`src/rtl/smb_cfg_pkg.sv`:
```
package smb_cfg_pkg;

    typedef enum logic [3:0] {
        ST_IDLE, ST_ADDR, ST_ADDR_ACK, ST_INDEX, ST_INDEX_ACK,
        ST_COUNT, ST_COUNT_ACK, ST_WDATA, ST_WDATA_ACK,
        ST_TX, ST_TX_ACK, ST_PARK
    } smb_state_e;

    typedef struct packed {
        logic [7:0] out_en;
        logic [7:0] slew_fast;
        logic       ss_sw_en;
        logic [1:0] ss_sw_code;
        logic [1:0] amp_code;
        logic [1:0] ref_slew;
        logic       ref_wake_en;
        logic       ref_out_en;
        logic [4:0] rd_count;
    } smb_cfg_t;

endpackage

```
`src/rtl/smb_line_sync.sv`:
```
module smb_line_sync #(
    parameter int STAGES = 2
) (
    input  logic clk,
    input  logic rst_n,
    input  logic scl_i,
    input  logic sda_i,
    output logic scl_s,
    output logic sda_s,
    output logic scl_rise,
    output logic scl_fall,
    output logic start_det,
    output logic stop_det
);
    logic [1:0] raw;
    logic [1:0] synced;
    logic [1:0] prev_q;

    assign raw = {scl_i, sda_i};

    generate
        for (genvar g = 0; g < 2; g++) begin : g_line
            logic [STAGES-1:0] pipe_q;
            always_ff @(posedge clk or negedge rst_n) begin
                if (!rst_n) pipe_q <= '1;
                else        pipe_q <= {pipe_q[STAGES-2:0], raw[g]};
            end
            assign synced[g] = pipe_q[STAGES-1];
        end
    endgenerate

    always_ff @(posedge clk or negedge rst_n) begin
        if (!rst_n) prev_q <= '1;
        else        prev_q <= synced;
    end

    assign scl_s     = synced[1];
    assign sda_s     = synced[0];
    assign scl_rise  = scl_s & ~prev_q[1];
    assign scl_fall  = ~scl_s & prev_q[1];
    assign start_det = scl_s & prev_q[1] & ~sda_s & prev_q[0];
    assign stop_det  = scl_s & prev_q[1] & sda_s & ~prev_q[0];
endmodule

```
`src/rtl/smb_reg_bank.sv`:
```
module smb_reg_bank
    import smb_cfg_pkg::*;
#(
    parameter int         IDX_W       = 8,
    parameter logic [7:0] ID_REVISION = 8'h11,
    parameter logic [7:0] ID_DEVICE   = 8'h08,
    parameter logic [4:0] COUNT_RESET = 5'd8
) (
    input  logic             clk,
    input  logic             rst_n,
    input  logic             wr_en,
    input  logic [IDX_W-1:0] wr_idx,
    input  logic [7:0]       wr_data,
    input  logic [IDX_W-1:0] rd_idx,
    input  logic [1:0]       spread_rb,
    output logic [7:0]       rd_data,
    output smb_cfg_t         cfg
);
    localparam logic [IDX_W-1:0] IX_OUTEN  = IDX_W'(0);
    localparam logic [IDX_W-1:0] IX_SPREAD = IDX_W'(1);
    localparam logic [IDX_W-1:0] IX_SLEW   = IDX_W'(2);
    localparam logic [IDX_W-1:0] IX_REF    = IDX_W'(3);
    localparam logic [IDX_W-1:0] IX_IDREV  = IDX_W'(5);
    localparam logic [IDX_W-1:0] IX_IDDEV  = IDX_W'(6);
    localparam logic [IDX_W-1:0] IX_COUNT  = IDX_W'(7);

    always_ff @(posedge clk or negedge rst_n) begin
        if (!rst_n) begin
            cfg.out_en      <= 8'hFF;
            cfg.slew_fast   <= 8'hFF;
            cfg.ss_sw_en    <= 1'b0;
            cfg.ss_sw_code  <= 2'b00;
            cfg.amp_code    <= 2'b10;
            cfg.ref_slew    <= 2'b01;
            cfg.ref_wake_en <= 1'b0;
            cfg.ref_out_en  <= 1'b1;
            cfg.rd_count    <= COUNT_RESET;
        end else if (wr_en) begin
            case (wr_idx)
                IX_OUTEN:  cfg.out_en <= wr_data;
                IX_SPREAD: begin
                    cfg.ss_sw_en   <= wr_data[5];
                    cfg.ss_sw_code <= wr_data[4:3];
                    cfg.amp_code   <= wr_data[1:0];
                end
                IX_SLEW:   cfg.slew_fast <= wr_data;
                IX_REF: begin
                    cfg.ref_slew    <= wr_data[7:6];
                    cfg.ref_wake_en <= wr_data[5];
                    cfg.ref_out_en  <= wr_data[4];
                end
                IX_COUNT:  cfg.rd_count <= wr_data[4:0];
                default: ;
            endcase
        end
    end

    always_comb begin
        case (rd_idx)
            IX_OUTEN:  rd_data = cfg.out_en;
            IX_SPREAD: rd_data = {spread_rb, cfg.ss_sw_en, cfg.ss_sw_code, 1'b0, cfg.amp_code};
            IX_SLEW:   rd_data = cfg.slew_fast;
            IX_REF:    rd_data = {cfg.ref_slew, cfg.ref_wake_en, cfg.ref_out_en, 4'b0000};
            IX_IDREV:  rd_data = ID_REVISION;
            IX_IDDEV:  rd_data = ID_DEVICE;
            IX_COUNT:  rd_data = {3'b000, cfg.rd_count};
            default:   rd_data = 8'h00;
        endcase
    end
endmodule

```
`src/rtl/smb_cfg_target.sv`:
```
module smb_cfg_target
    import smb_cfg_pkg::*;
#(
    parameter logic [6:0] ADDR_SEL_LO = 7'h68,
    parameter logic [6:0] ADDR_SEL_HI = 7'h6A,
    parameter int         SYNC_STAGES = 2,
    parameter logic [4:0] COUNT_RESET = 5'd8
) (
    input  logic       clk,
    input  logic       rst_n,
    input  logic       pwr_good,
    input  logic       addr_strap,
    input  logic [1:0] spread_strap,
    input  logic       scl_i,
    input  logic       sda_i,
    output logic       sda_oe,
    output logic [7:0] out_en,
    output logic [7:0] slew_fast,
    output logic       ss_sw_en,
    output logic [1:0] ss_sw_code,
    output logic [1:0] amp_code,
    output logic [1:0] ref_slew,
    output logic       ref_wake_en,
    output logic       ref_out_en
);
    localparam int BYTE_W = 8;
    localparam int CNT_W  = $clog2(BYTE_W + 1);

    logic scl_s, sda_s, scl_rise, scl_fall, start_det, stop_det;

    smb_line_sync #(.STAGES(SYNC_STAGES)) sync_i (
        .clk(clk), .rst_n(rst_n), .scl_i(scl_i), .sda_i(sda_i),
        .scl_s(scl_s), .sda_s(sda_s), .scl_rise(scl_rise), .scl_fall(scl_fall),
        .start_det(start_det), .stop_det(stop_det)
    );

    // strap capture on the first power-good edge
    logic       pg_prev_q, strap_done_q, addr_hi_q;
    logic [1:0] spread_q;

    always_ff @(posedge clk or negedge rst_n) begin
        if (!rst_n) begin
            pg_prev_q    <= 1'b0;
            strap_done_q <= 1'b0;
            addr_hi_q    <= 1'b0;
            spread_q     <= 2'b00;
        end else begin
            pg_prev_q <= pwr_good;
            if (pwr_good && !pg_prev_q && !strap_done_q) begin
                strap_done_q <= 1'b1;
                addr_hi_q    <= addr_strap;
                spread_q     <= spread_strap;
            end
        end
    end

    smb_state_e          state_q, state_d;
    logic [CNT_W-1:0]    cnt_q, cnt_d;
    logic [BYTE_W-1:0]   sh_q, sh_d, idx_q, idx_d, left_q, left_d;
    logic                rw_q, rw_d, oe_q, oe_d, ackok_q, ackok_d, wr_en;
    logic [BYTE_W-1:0]   rd_data, count_byte;
    logic                byte_full, addr_hit;
    smb_cfg_t            cfg;

    smb_reg_bank #(.IDX_W(BYTE_W), .COUNT_RESET(COUNT_RESET)) bank_i (
        .clk(clk), .rst_n(rst_n), .wr_en(wr_en), .wr_idx(idx_q), .wr_data(sh_q),
        .rd_idx(idx_q), .spread_rb(spread_q), .rd_data(rd_data), .cfg(cfg)
    );

    assign byte_full  = (cnt_q == CNT_W'(BYTE_W));
    assign addr_hit   = strap_done_q && (sh_q[BYTE_W-1:1] == (addr_hi_q ? ADDR_SEL_HI : ADDR_SEL_LO));
    assign count_byte = {{(BYTE_W-5){1'b0}}, cfg.rd_count};

    always_comb begin
        state_d = state_q; cnt_d = cnt_q; sh_d = sh_q; idx_d = idx_q;
        left_d = left_q; rw_d = rw_q; oe_d = oe_q; ackok_d = ackok_q;
        wr_en = 1'b0;
        if (start_det) begin
            state_d = ST_ADDR; cnt_d = '0; oe_d = 1'b0;
        end else if (stop_det) begin
            state_d = ST_IDLE; cnt_d = '0; oe_d = 1'b0;
        end else begin
            unique case (state_q)
                ST_IDLE, ST_PARK: ;
                ST_ADDR, ST_INDEX, ST_COUNT, ST_WDATA: begin
                    if (scl_rise && !byte_full) begin
                        sh_d  = {sh_q[BYTE_W-2:0], sda_s};
                        cnt_d = cnt_q + 1'b1;
                    end else if (scl_fall && byte_full) begin
                        cnt_d = '0;
                        oe_d  = 1'b1;
                        unique case (state_q)
                            ST_ADDR: begin
                                if (addr_hit) begin
                                    rw_d = sh_q[0]; state_d = ST_ADDR_ACK;
                                end else begin
                                    oe_d = 1'b0; state_d = ST_PARK;
                                end
                            end
                            ST_INDEX: begin idx_d = sh_q; state_d = ST_INDEX_ACK; end
                            ST_COUNT: begin left_d = sh_q; state_d = ST_COUNT_ACK; end
                            default: begin
                                if (left_q != '0) begin
                                    wr_en   = 1'b1;
                                    idx_d   = idx_q + 1'b1;
                                    left_d  = left_q - 1'b1;
                                    state_d = ST_WDATA_ACK;
                                end else begin
                                    oe_d = 1'b0; state_d = ST_PARK;
                                end
                            end
                        endcase
                    end
                end
                ST_ADDR_ACK: if (scl_fall) begin
                    if (rw_q) begin
                        sh_d = count_byte; oe_d = ~count_byte[BYTE_W-1]; state_d = ST_TX;
                    end else begin
                        oe_d = 1'b0; state_d = ST_INDEX;
                    end
                end
                ST_INDEX_ACK: if (scl_fall) begin oe_d = 1'b0; state_d = ST_COUNT; end
                ST_COUNT_ACK, ST_WDATA_ACK: if (scl_fall) begin oe_d = 1'b0; state_d = ST_WDATA; end
                ST_TX: if (scl_fall) begin
                    if (cnt_q == CNT_W'(BYTE_W-1)) begin
                        oe_d = 1'b0; cnt_d = '0; state_d = ST_TX_ACK;
                    end else begin
                        sh_d  = {sh_q[BYTE_W-2:0], 1'b0};
                        oe_d  = ~sh_q[BYTE_W-2];
                        cnt_d = cnt_q + 1'b1;
                    end
                end
                ST_TX_ACK: begin
                    if (scl_rise) ackok_d = ~sda_s;
                    if (scl_fall) begin
                        if (ackok_q) begin
                            sh_d = rd_data; idx_d = idx_q + 1'b1;
                            oe_d = ~rd_data[BYTE_W-1]; state_d = ST_TX;
                        end else begin
                            oe_d = 1'b0; state_d = ST_PARK;
                        end
                    end
                end
                default: state_d = ST_IDLE;
            endcase
        end
    end

    always_ff @(posedge clk or negedge rst_n) begin
        if (!rst_n) state_q <= ST_IDLE;
        else        state_q <= state_d;
    end

    always_ff @(posedge clk or negedge rst_n) begin
        if (!rst_n) begin
            cnt_q <= '0; sh_q <= '0; idx_q <= '0; left_q <= '0;
            rw_q <= 1'b0; oe_q <= 1'b0; ackok_q <= 1'b0;
        end else begin
            cnt_q <= cnt_d; sh_q <= sh_d; idx_q <= idx_d; left_q <= left_d;
            rw_q <= rw_d; oe_q <= oe_d; ackok_q <= ackok_d;
        end
    end

    assign sda_oe      = oe_q;
    assign out_en      = cfg.out_en;
    assign slew_fast   = cfg.slew_fast;
    assign ss_sw_en    = cfg.ss_sw_en;
    assign ss_sw_code  = cfg.ss_sw_code;
    assign amp_code    = cfg.amp_code;
    assign ref_slew    = cfg.ref_slew;
    assign ref_wake_en = cfg.ref_wake_en;
    assign ref_out_en  = cfg.ref_out_en;
endmodule

```
`config.mk`:
```
export PLATFORM = sky130hd
export DESIGN_NAME = smb_cfg_target
export DESIGN_NICKNAME = d
export VERILOG_FILES = /design/src/rtl/smb_cfg_pkg.sv /design/src/rtl/smb_line_sync.sv /design/src/rtl/smb_reg_bank.sv /design/src/rtl/smb_cfg_target.sv
export SDC_FILE = /design/constraint.sdc
export NUM_CORES = 1
export LEC_CHECK = 0
export CORE_MARGIN = 4
export CORE_UTILIZATION = 35
export DETAILED_ROUTE_END_ITERATION = 10
export DONT_BUFFER_PORTS = 1
export SYNTH_ARGS = -nofsm -noshare
export SYNTH_HDL_FRONTEND = slang
export SYNTH_HIERARCHICAL = 1
export SYNTH_SLANG_ARGS = --single-unit
```
`constraint.sdc`:
```
create_clock -name clk -period 3.2 [get_ports clk]
set_input_delay 0.48 -clock clk [delete_from_list [all_inputs] [get_ports clk]]
set_output_delay 0.48 -clock clk [all_outputs]
set_load 0.02 [all_outputs]
```
### Yosys cells after proc, flatten, opt, wreduce, memory -nomap -nowiden

Index checks and enable logic that the tools add are counted.
Widths: inputs -> output; s select.

| cells by class | value |
|---|---|
| muxes and demuxes | 63 |
| bitwise logic cells | 17 |
| reduce and logical (&&, ||, !) cells | 37 |
| $add $sub $neg | 3 |
| equality and inequality tests | 42 |

Operator list:

| cell | count |
|---|---|
| $mux 8 | 13 |
| $mux 4 | 18 |
| $pmux 8 s7 | 1 |
| $pmux 8 s2 | 3 |
| $ne 4x4->1 const B | 8 |
| $pmux 8 s4 | 1 |
| $pmux 4 s7 | 1 |
| $eq 8x3->1 const B | 3 |
| $reduce_and 7->1 | 3 |
| $eq 4x3->1 const B | 5 |
| $eq 4x4->1 const B | 5 |
| $ne 2x2->1 const B | 10 |
| $mux 1 | 19 |
| $reduce_and 9->1 | 2 |
| $eq 8x2->1 const B | 2 |
| $pmux 4 s3 | 1 |
| $not 1->1 | 10 |
| $reduce_and 10->1 | 1 |
| $reduce_and 2->1 | 5 |
| $reduce_or 2->1 | 5 |
| $add 8x1->8 const B | 1 |
| $eq 4x2->1 const B | 2 |
| $eq 8x1->1 const B | 1 |
| $logic_not 8->1 | 1 |
| other kinds (23) | 41 |

| storage, ports and cells | value |
|---|---|
| register bits | 76 |
| bits of input ports | 8 |

### Depth between registers and ports, before layout

Gate-level depths: netlist of the first run.

| depth | value |
|---|---|
| depth in word-level cells | 10 |
| depth in mapped cells | 8 |
| mapped depth without buffers | 8 |

### By module

Netlist of the first run, hierarchy kept.

Modules (own cells, without submodules):

| module | area each (um^2) | instances | cells each |
|---|---|---|---|
| smb_cfg_target | 2,782.7 | 1 | 313 |
| smb_reg_bank | 1,541.5 | 1 | 114 |
| smb_line_sync | 190.2 | 1 | 10 |

### Least setup slack after synthesis of the first run

Ideal clock, no wire load.

| path | value |
|---|---|
| path type | register to register |
| start point | reg sync_i.g_line[0].pipe_q[1] |
| end point | reg, netlist name bank_i/cfg[11] |
| arrival | 2,304 ps |
| period minus slack after synthesis | 2,428 ps |
| data required time | 3,075 ps |
| setup time | 125 ps |
| path buffers | 0 |
| setup slack | 772 ps |
| stages on the path, launching flop included | 8 |
| cell sequence | dfstp_2 -> and4b_1 -> nor2_1 -> nand2_1 -> nor4_1 -> nor3b_1 -> nand3b_1 -> mux2_2 |

| between the ends | value |
|---|---|
| longest elaborated chain between the ends | 5 |

RTL lines:

| item | RTL line | source |
|---|---|---|
| from (decl) | smb_line_sync.sv:23 | `logic [STAGES-1:0] pipe_q;` |
| from (signal assigned) | smb_line_sync.sv:26 | `else pipe_q <= {pipe_q[STAGES-2:0], raw[g]};` |
| $not 1->1 | smb_line_sync.sv:41 | `assign start_det = scl_s & prev_q[1] & ~sda_s & prev_q[0];` |
| $and 1x1->1 (2 in series) | smb_line_sync.sv:41 |  |
| named net start_det | smb_cfg_target.sv:29 | `logic scl_s, sda_s, scl_rise, scl_fall, start_det, stop_det;` |
| $mux 1 | smb_cfg_target.sv:78 | `if (start_det) begin` |
| named net wr_en | smb_cfg_target.sv:60 | `logic rw_q, rw_d, oe_q, oe_d, ackok_q, ackok_d, wr_en;` |
| $reduce_and 2->1 (no line) | n/a |  |

The timed path passes the listed nets, and every way through them passes these cells.
A chain may end at the register's enable or synchronous reset.

### Worst setup path in the final report of the first run

| path | value |
|---|---|
| start point | reg sync_i.prev_q[1] |
| end point | reg, netlist name bank_i/cfg[9] |

| between the ends | value |
|---|---|
| longest elaborated chain between the ends | 8 |

RTL lines:

| item | RTL line | source |
|---|---|---|
| from (decl) | smb_line_sync.sv:17 | `logic [1:0] prev_q;` |
| from (signal assigned) | smb_line_sync.sv:34 | `else prev_q <= synced;` |
| $and 1x1->1 | smb_line_sync.sv:40 | `assign scl_fall = ~scl_s & prev_q[1];` |
| named net scl_fall | smb_cfg_target.sv:29 |  |
| $logic_and 1x1->1 | smb_cfg_target.sv:89 | `end else if (scl_fall && byte_full) begin` |
| $mux 1 | smb_cfg_target.sv:89 |  |
| $mux 1 | smb_cfg_target.sv:86 | `if (scl_rise && !byte_full) begin` |
| $mux 1 | smb_cfg_target.sv:83 | `unique case (state_q)` |
| $mux 1 | smb_cfg_target.sv:80 | `end else if (stop_det) begin` |
| $mux 1 | smb_cfg_target.sv:78 |  |
| named net wr_en | smb_cfg_target.sv:60 |  |
| $reduce_and 2->1 (no line) | n/a |  |

The timed path passes the listed nets, and every way through them passes these cells.

==> out/metrics.yaml, run 1 <==
crit_start: "sync_i/prev_q[1]"
antenna_found_initial: 0
drc: 0
power_frac_comb_pct: 30.9
power.total_mw: 3.36
synth_area_leaders: "dfrtp_1, dfstp_2, mux2_2"
maxSlewViolCount: 0
cp_cell_sequence: "nor2b_1 -> and4b_1 -> nand2_1 -> nor4_1 -> nor3b_1 -> nand3b_1 -> mux2_2"
yosysSeqAreaShare_pct: 42.8
r2r_slack_ns: 0.36
grt_setup_unrepaired: "false"
cts_max_level: 3
r2r-start: "sync_i/prev_q[1]"
final_common_cell: "dfrtp_1"
start_kind: "flop"
n_antenna_cell: 0
switchingPower_mw: 1.23
drt_wl_total_mm: 11.6
synth-edff-count: 0
initial_core_util_pct: 35.8
drt_iter0_markers: 253
r2r-end: "bank_i/cfg[9]"
num_io_pins: 34
cts_sinks: 76
ys_seq_elements: 76
outcome: "complete, no violations"
routed_via_density: 5.76
overflow: 0
ys_warn_count: 6
worst_slew_pin_slew_ns: 0.740
post-route-cell-area_um2: 5030
rr_worst_depth: 7
yosys.area.top_type_share_pct: 27.7
p_leak_nw: 2.04
finClkSkew_ns: 0.00542
place_congestion: 0.975
internal-power_mw: 2.13
worst-setup-path-type: "flop to flop"
insertion_delay_ns: 0.33
nNetsFinal: 451
synthArstFlopShare_pct: 100
powerDensity_nw_per_um2: 668
power_frac_clock_pct: 32.0
max_stage_delay_ns: 0.64
required_ns: 3.41
worst-path-max-fanout: 5
cts.clk_slew.worst_paths_ns: 0.06
avgSynthCellArea_um2: 10.3
fp.coreArea_um2: 12600
synthToLayoutAreaGrowth_pct: 11.5
final_cell_mix: "dfrtp_1, mux2_2, o21ai_0"
hold_viol: 0
die_h_um: 122
endpoint_kind: "flop"
avgRoutedWirePerCell_um: 18.9
cts_buffer_depth: 2
die_w_um: 122
post-route-min-period_ns: 2.84
final_util_pct: 39.9
setup_violations: 0
vias: 3545
syn_area_um2: 4510
max_freq_mhz: 352
critPathSlowestCell: "nor4_1"
cp_top_family: "simple AND/OR/NAND/NOR gates"
synth_flop_cell: "dfrtp_1"
hold_path.class: "input pin to async pin"
cts-buffers-inserted: 9
dieArea_um2: 14800
grt_pass1_vias: 3503
grt_start_max_net_pins: 67
cts_setup_buffers: 0
grt_use_total_pct: 16.2
ant_nets: 0
first_pass_iters: 4
cts_tree: "done"
synth_nets: 450
path_buf_inv: 0
dp_hpwl_mm: 7.86
portBuffers: 0
synth.distinct_cells: 85
synth_area_leader_cell: "dfrtp_1"
drive_above_1_share_pct: 27.5
cts_resized: 0
fin_crit_sh_pct: 88.7
ir_worst_vdd_uv: 283
swShare_pct: 36.7
crit_arrival_ns: 3.05
root_buffer: "clkbuf_16"
place_area_um2: 4670
fin_setup_tns_ns: 0
slew_headroom_pct: 50.6
rows: 41
p_seq_share_pct: 37.1
maxCapViolations: 0
grt_pass1_wl_mm: 19.0
synthCells: 437
cell usage after synthesis (all sizes together), types with 3 or more instances:
cell type	n
clkbuf	11
nor3	12
buf	10
a31oi	7
mux2i	6
nand2b	10
and4b	3
nor2b	4
o21ai	31
a21boi	3
a21oi	22
a22o	5
nor4	5
nor2	31
ha	5
or3	3
a211oi	4
o211ai	4
o22ai	4
nand2	26
mux4	3
and3	6
nor3b	10
a2bb2oi	7
mux2	45
dfrtp	50
inv	11
nand3	17
and2	3
nand3b	4
dfstp	26
nand4	4
state kept, by name, summed over array words and instances, names as in the netlist:
name,count
idx_q,8
rw_q,1
sync_i/g_line.pipe_q,4
cnt_q,4
sync_i/prev_q,2
left_q,8
addr_hi_q,1
sh_q,8
sda_oe,1
state_q,4
spread_q,2
pg_prev_q,1
ackok_q,1
bank_i/cfg,30
strap_done_q,1
cell families (layout without fill, tap and decap cells):
kind of cell,count (synthesis),in the layout,synth area share [%]
AO/OA/AOI/OAI,117,117,18.2
multiplexers,54,54,14.1
XOR/XNOR,1,1,0.194
flip-flops,76,76,42.8
buffers and inverters,33,39,3.82
AND/OR/NAND/NOR,151,151,19.5
adder cells (fa/ha/maj),5,5,1.39
power groups by stage:
stage | Clock [mW] | Combinational (mW) | Sequential [mW]
after floorplan | 0 | 0.797 | 1.17
after global placement | 0 | 0.978 | 1.26
after detailed placement | 0 | 0.981 | 1.26
after CTS | 1.10 | 1.01 | 1.25
after global routing | 1.15 | 1.13 | 1.26
final | 1.08 | 1.04 | 1.25
what timing repair did:
action / 4_1_cts / 5_1_grt
endpoints found under the hold margin: 66 / 0
setup endpoints to repair: 0 / 0
hold buffers: 2 / 0
through the flow:
stage | std cells | hold WS (ns) | setup WS, ns
after detailed placement | 597 | 0.189 | 0.404
after CTS | 615 | 0.0404 | 0.412
after global placement | 597 | 0.189 | 0.493
after floorplan | 437 | 0.184 | 0.772
after global routing | 615 | 0.0394 | 0.262
final | 615 | 0.0328 | 0.363
worst max path at each step:
stage / endpoint / slack [ns] / cells past startpoint
after floorplan: bank_i/cfg[11] / 0.77 / 7
after global placement: bank_i/cfg[11] / 0.49 / 7
after detailed placement: bank_i/cfg[9] / 0.40 / 7
after CTS: bank_i/cfg[9] / 0.41 / 7
after global routing: bank_i/cfg[9] / 0.26 / 8
final: bank_i/cfg[9] / 0.36 / 7
layout make-up:
cell class | count | area (um2)
clock buffers | 12 | 267
repair buffers | 12 | 113
inverters | 11 | 41.3
multi-input cells | 328 | 2410
clock inverters | 4 | 55.1
well taps | 172 | 215
fillers | 1235 | 7590
flip-flops and latches | 76 | 1930
layer usage:
metal	routed length, um	vias to the layer above	global-route usage, %
met5	0	-	0
met4	95	0	3.92
met3	518	9	3.30
met2	5790	88	27.6
met1	5200	1783	21.2
li1	-	1665	-
(Power assumes the default switching activity.)
==> inputs of run 2 (changes only) <==
--- a/config.mk
+++ b/config.mk
@@ -6,7 +6,7 @@
 export NUM_CORES = 1
 export LEC_CHECK = 0
 export CORE_MARGIN = 4
-export CORE_UTILIZATION = 35
+export CORE_UTILIZATION = 50
 export DETAILED_ROUTE_END_ITERATION = 10
 export DONT_BUFFER_PORTS = 1
 export SYNTH_ARGS = -nofsm -noshare
==> out/metrics.yaml, run 2 (synthesized netlist as in run 1, its figures left out) <==
grt_start_max_net_pins: 77  # was 67
internal-power_mw: 1.80  # was 2.13 mW
r2r_slack_ns: 0.36  # about the same
r2r-end: "bank_i/cfg[12]"  # was bank_i/cfg[9]
multi_input_area_um2: 2410  # unchanged
dieArea_um2: 10600  # was 14800 um2
crit_start: "sync_i/prev_q[1]"  # unchanged
hold_path.class: "input pin to async pin"  # unchanged
cts_setup_buffers: 0  # unchanged
power_frac_clock_pct: 24.1  # was 32.0%
post-route-min-period_ns: 2.84  # about the same
ir_worst_vdd_uv: 316  # was 283 uV
crit_arrival_ns: 3.06  # was 3.05 ns
final_cell_mix: "dfrtp_1, mux2_2, o21ai_0"  # unchanged
met2_length_mm: 5.29  # was 5.79 mm
grt_pass1_wl_mm: 18.4  # was 19.0 mm
switchingPower_mw: 1.19  # was 1.23 mW
cts.clk_slew.worst_paths_ns: 0.09  # was 0.06 ns
stdcell_count: 549  # was 615
overflow: 0  # unchanged
final_util_pct: 54.8  # was 39.9%
synthToLayoutAreaGrowth_pct: 6.37  # was 11.5%
power_frac_comb_pct: 34.8  # was 30.9%
top_register: "bank_i/cfg"  # unchanged
worst-setup-path-type: "flop to flop"  # unchanged
seqCellArea_um2: 1930  # unchanged
drt_wl_total_mm: 11.1  # was 11.6 mm
hold_viol: 0  # unchanged
avgRoutedWirePerCell_um: 20.1  # was 18.9 um
antenna_found_initial: 0  # unchanged
maxSlewViolCount: 0  # unchanged
wl_met3_um: 709  # was 518 um
cts_hold_buf: 1  # was 2
fin_setup_tns_ns: 0  # unchanged
cts-buffers-inserted: 9  # unchanged
finClkSkew_ns: 0.0174  # was 0.00542 ns
insertion_delay_ns: 0.35  # was 0.33 ns
hold_ws_ns: 0.00466  # was 0.0328 ns
largest_reg_flops: 30  # unchanged
grt_use_total_pct: 22.3  # was 16.2%
cts_buffer_depth: 2  # unchanged
worst_slew_pin_slew_ns: 0.802  # was 0.740 ns
nNetsFinal: 449  # was 451
die_w_um: 103  # was 122 um
powerDensity_nw_per_um2: 621  # was 668 nW/um2
grt_pass1_vias: 3404  # was 3503
p_leak_nw: 1.97  # was 2.04 nW
routed.top_layer: "met4"  # unchanged
cts_resized: 0  # unchanged
cts_tree: "done"  # unchanged
first_pass_iters: 5  # was 4
max_freq_mhz: 353  # was 352 MHz
ant_nets: 0  # unchanged
initial_core_util_pct: 51.5  # was 35.8%
grt_setup_unrepaired: "false"  # unchanged
rr_worst_depth: 7  # unchanged
drc: 0  # unchanged
dp_hpwl_mm: 7.65  # was 7.86 mm
setup_violations: 0  # unchanged
outcome: "complete, no violations"  # unchanged
drt_iter0_markers: 186  # was 253
cts_sinks: 76  # unchanged
r2r-start: "sync_i/prev_q[1]"  # unchanged
p_seq_share_pct: 41.1  # was 37.1%
fin_crit_sh_pct: 88.6  # was 88.7%
required_ns: 3.42  # was 3.41 ns
place_congestion: 0.913  # was 0.975
start_kind: "flop"  # unchanged
dp.cells: 532  # was 597
drive_above_1_share_pct: 27.2  # was 27.5%
endpoint: "bank_i/cfg[12]"  # was bank_i/cfg[9]
worst-path-max-fanout: 5  # unchanged
root_buffer: "clkbuf_8"  # was clkbuf_16
rows: 34  # was 41
maxCapViolations: 0  # unchanged
slew_headroom_pct: 46.0  # was 50.6%
routed_via_density: 6.50  # was 5.76
cts_max_level: 3  # unchanged
n_antenna_cell: 0  # unchanged
num_io_pins: 34  # unchanged
power.total_mw: 2.98  # was 3.36 mW
fp.coreArea_um2: 8760  # was 12600 um2
portBuffers: 0  # unchanged
die_h_um: 103  # was 122 um
final_common_cell: "dfrtp_1"  # unchanged
m1WireLength_mm: 4.86  # was 5.20 mm
fillers: 784  # was 1235
swShare_pct: 39.8  # was 36.7%
endpoint_kind: "flop"  # unchanged
vias: 3570  # was 3545
run 2: through the flow:
step,instance area [um2],setup WS (ns)
after floorplan,4510,0.772
after global placement,4590,0.507
after detailed placement,4590,0.427
after CTS,4800,0.397
after global routing,4800,0.143
final,4800,0.364
run 2: worst min path at each step:
| stage | startpoint | to | slack (ns) |
|---|---|---|---|
| 2_1_floorplan | rst_n | ackok_q | 0.18 |
| 3_5_place_dp | rst_n | cnt_q[3] | 0.19 |
| 3_3_place_gp | rst_n | cnt_q[3] | 0.19 |
| 4_1_cts | rst_n | cnt_q[3] | 0.02 |
| 5_1_grt | rst_n | cnt_q[3] | 0.01 |
| 6_report | rst_n | cnt_q[3] | 0.005 |
run 2: worst max-delay path, stage by stage (launching register included):
cell and delay (ns):
dfstp_2 0.55, nor2b_1 0.16, and4b_1 0.27, nand2_1 0.12, nor4_1 0.62, nor3b_1 0.36
nand3b_1 0.26, mux2_2 0.36
run 2: power groups by stage:
stage                     Sequential [mW]  Combinational [mW]  Clock, mW
after floorplan                      1.17               0.797          0
after global placement               1.24               0.996          0
after detailed placement             1.25               0.990          0
after CTS                            1.23                1.02      0.739
after global routing                 1.24                1.15      0.793
final                                1.23                1.04      0.719
run 2: area by class of cell:
cell class              count  share of cell area, %
multi-input cells         328                   50.1
flip-flops and latches     76                   40.3
clock buffers              12                   3.47
well taps                 108                   2.81
repair buffers             10                   1.98
inverters                  11                  0.860
clock inverters             4                  0.469
run 2: layer usage:
layer | vias up | track usage, %
met5 | - | 0
met2 | 126 | 35.7
met1 | 1779 | 30.8
li1 | 1652 | -
met3 | 13 | 5.01
met4 | 0 | 5.58
==> inputs of run 3 (changes only) <==
--- a/config.mk
+++ b/config.mk
@@ -11,5 +11,4 @@
 export DONT_BUFFER_PORTS = 1
 export SYNTH_ARGS = -nofsm -noshare
 export SYNTH_HDL_FRONTEND = slang
-export SYNTH_HIERARCHICAL = 1
 export SYNTH_SLANG_ARGS = --single-unit
==> out/metrics.yaml, run 3 <==
hold_viol: 0  # unchanged
setup_violations: 0  # unchanged
endpoint_kind: "flop"  # unchanged
yosys.area.top_type_share_pct: 26.9  # was 27.7%
ys_seq_elements: 76  # unchanged
required_ns: 3.46  # was 3.42 ns
antenna_found_initial: 0  # unchanged
yosysSeqAreaShare_pct: 41.6  # was 42.8%
initial_core_util_pct: 52.4  # was 51.5%
fp.coreArea_um2: 8890  # was 8760 um2
cts_buffer_depth: 2  # unchanged
cts_resized: 0  # unchanged
dp_hpwl_mm: 7.46  # was 7.65 mm
overflow: 0  # unchanged
nNetsFinal: 444  # was 449
die_h_um: 104  # was 103 um
crit_arrival_ns: 2.73  # was 3.06 ns
stdcell_count: 541  # was 549
grt_setup_unrepaired: "false"  # unchanged
max_freq_mhz: 405  # was 353 MHz
cts_hold_buf: 1  # unchanged
largest_reg_flops: 30  # unchanged
cts.clk_slew.worst_paths_ns: 0.09  # about the same
synthCells: 456  # was 437
root_buffer: "clkbuf_8"  # unchanged
fin_ws_ns: 0.730  # was 0.364 ns
die_w_um: 104  # was 103 um
num_io_pins: 34  # unchanged
drt_iter0_markers: 377  # was 186
yosys.cell_count.top_type: "dfrtp_1"  # unchanged
cts_tree: "done"  # unchanged
vias: 3491  # was 3570
synth_nets: 472  # was 450
grt_pass1_wl_mm: 18.6  # was 18.4 mm
synth_area_leaders: "dfrtp_1, dfstp_2, mux2_4"  # was dfrtp_1, dfstp_2, mux2_2
routed_via_density: 6.45  # was 6.50
hold_ws_ns: 0.00370  # was 0.00466 ns
syn_area_um2: 4650  # was 4510 um2
final_cell_mix: "dfrtp_1, a21oi_1, o21ai_0"  # was dfrtp_1, mux2_2, o21ai_0
top_register: "bank_i.cfg"  # was bank_i/cfg
cts_max_level: 3  # unchanged
cts_sinks: 76  # unchanged
dp.cells: 524  # was 532
hold_path.class: "input pin to async pin"  # unchanged
post-route-min-period_ns: 2.47  # was 2.84 ns
drive_above_1_share_pct: 27.0  # was 27.2%
first_pass_iters: 5  # unchanged
cts_setup_buffers: 0  # unchanged
maxCapViolations: 0  # unchanged
insertion_delay_ns: 0.37  # was 0.35 ns
worst_slew_pin_slew_ns: 0.660  # was 0.802 ns
finClkSkew_ns: 0.00829  # was 0.0174 ns
drc: 0  # unchanged
synth_flop_cell: "dfrtp_1"  # unchanged
cts-buffers-inserted: 9  # unchanged
portBuffers: 0  # unchanged
worst-path-max-fanout: 7  # was 5
p_leak_nw: 2.02  # was 1.97 nW
rows: 34  # unchanged
worst-setup-path-type: "flop to flop"  # unchanged
final_common_cell: "dfrtp_1"  # unchanged
grt_pass1_vias: 3355  # was 3404
synthArstFlopShare_pct: 100  # unchanged
synth.distinct_cells: 72  # was 85
fin_setup_tns_ns: 0  # unchanged
synth_area_leader_cell: "dfrtp_1"  # unchanged
outcome: "complete, no violations"  # unchanged
dp_slack_ns: 0.774  # was 0.427 ns
n_antenna_cell: 0  # unchanged
grt_start_max_net_pins: 77  # unchanged
avgSynthCellArea_um2: 10.2  # was 10.3 um2
dieArea_um2: 10900  # was 10600 um2
ys_warn_count: 0  # was 6
crit_start: "cnt_q[0]"  # was sync_i/prev_q[1]
synth_common_cells: "dfrtp_1, a21oi_1, o21ai_0"  # was dfrtp_1, mux2_2, o21ai_0
slew_headroom_pct: 56.0  # was 46.0%
synth-edff-count: 0  # unchanged
r2r-start: "cnt_q[0]"  # was sync_i/prev_q[1]
drt_wl_total_mm: 11.1  # about the same
place_congestion: 0.864  # was 0.913
synthToLayoutAreaGrowth_pct: 3.44  # was 6.37%
avgRoutedWirePerCell_um: 20.5  # was 20.1 um
maxSlewViolCount: 0  # unchanged
powerDensity_nw_per_um2: 603  # was 621 nW/um2
ir_worst_vdd_uv: 246  # was 316 uV
fin_crit_sh_pct: 77.2  # was 88.6%
grt_use_total_pct: 21.3  # was 22.3%
ant_nets: 0  # unchanged
start_kind: "flop"  # unchanged
-- run 3: cell count changes after synthesis, moves of 4 or more --
cell	before	now
a31oi_1	7	2
a22oi_1	1	13
nand2b_1	10	6
nor2b_1	4	8
a2bb2oi_1	7	0
mux2_2	45	25
mux2i_1	6	2
mux2_4	0	22
a21oi_1	22	30
buf_4	2	25
clkbuf_1	8	15
-- run 3: logic make-up (layout without fill, tap and decap cells) --
family,Yosys count,after routing,share of synthesized area [%]
adders and majority gates,8,8,2.15
xor gates and xnor gates,2,2,0.376
buffers and inverters,63,40,7.77
DFF,76,76,41.6
AOI/OAI and AO/OA,121,121,17.2
muxes,49,49,13.6
and+or+nand+nor,137,137,17.3
-- run 3: report_power, final --
part | total [mW] | switching (mW) | internal, mW
Clock | 0.863 | 0.399 | 0.464
Sequential | 1.24 | 0.191 | 1.05
Combinational | 0.804 | 0.464 | 0.340
-- run 3: routing by layer --
layer | vias to the layer above | global-route usage (%) | wire [um]
li1 | 1611 | - | -
met2 | 131 | 30.7 | 4930
met5 | - | 0 | 0
met3 | 18 | 4.84 | 676
met4 | 0 | 7.22 | 216
met1 | 1731 | 31.4 | 5250
-- run 3: path summary, 6_finish.rpt --
kind	cells past startpoint	end	slack, ns
setup / recovery	7	bank_i.cfg[11]	0.73
hold / removal	1	bank_i.cfg[12]	0.004
setup reg to reg	7	bank_i.cfg[11]	0.73
hold reg to reg	0	sync_i.g_line[1].pipe_q[1]	0.36
max in group asynchronous	1	sync_i.g_line[0].pipe_q[1]	2.86
min in group clk	0	sync_i.g_line[0].pipe_q[0]	0.10
-- run 3: critical path, cell delays in order, from the launching register on --
cell and delay, ns:
dfrtp_1 0.42, inv_1 0.07, ha_1 0.13, nand3b_1 0.24, nor2_1 0.37, and4_1 0.64
nand2_4 0.16, mux2_4 0.33
-- run 3: layout make-up --
cell class	instances	area, um2
Fill cell	783	4080
Multi-Input combinational cell	317	2360
Sequential cell	76	1930
Clock buffer	11	141
Tap cell	108	135
Timing Repair Buffer	12	110
Clock inverter	5	83.8
Inverter	12	45.0
-- run 3: metrics by stage --
stage / cell area, um2 / power (mW) / util (%)
final: 4810 / 2.90 / 54.2
after global routing: 4810 / 3.07 / 54.2
after CTS: 4810 / 2.91 / 54.2
after detailed placement: 4560 / 2.02 / 51.3
after global placement: 4560 / 2.01 / 51.3
after floorplan: 4650 / 1.79 / -
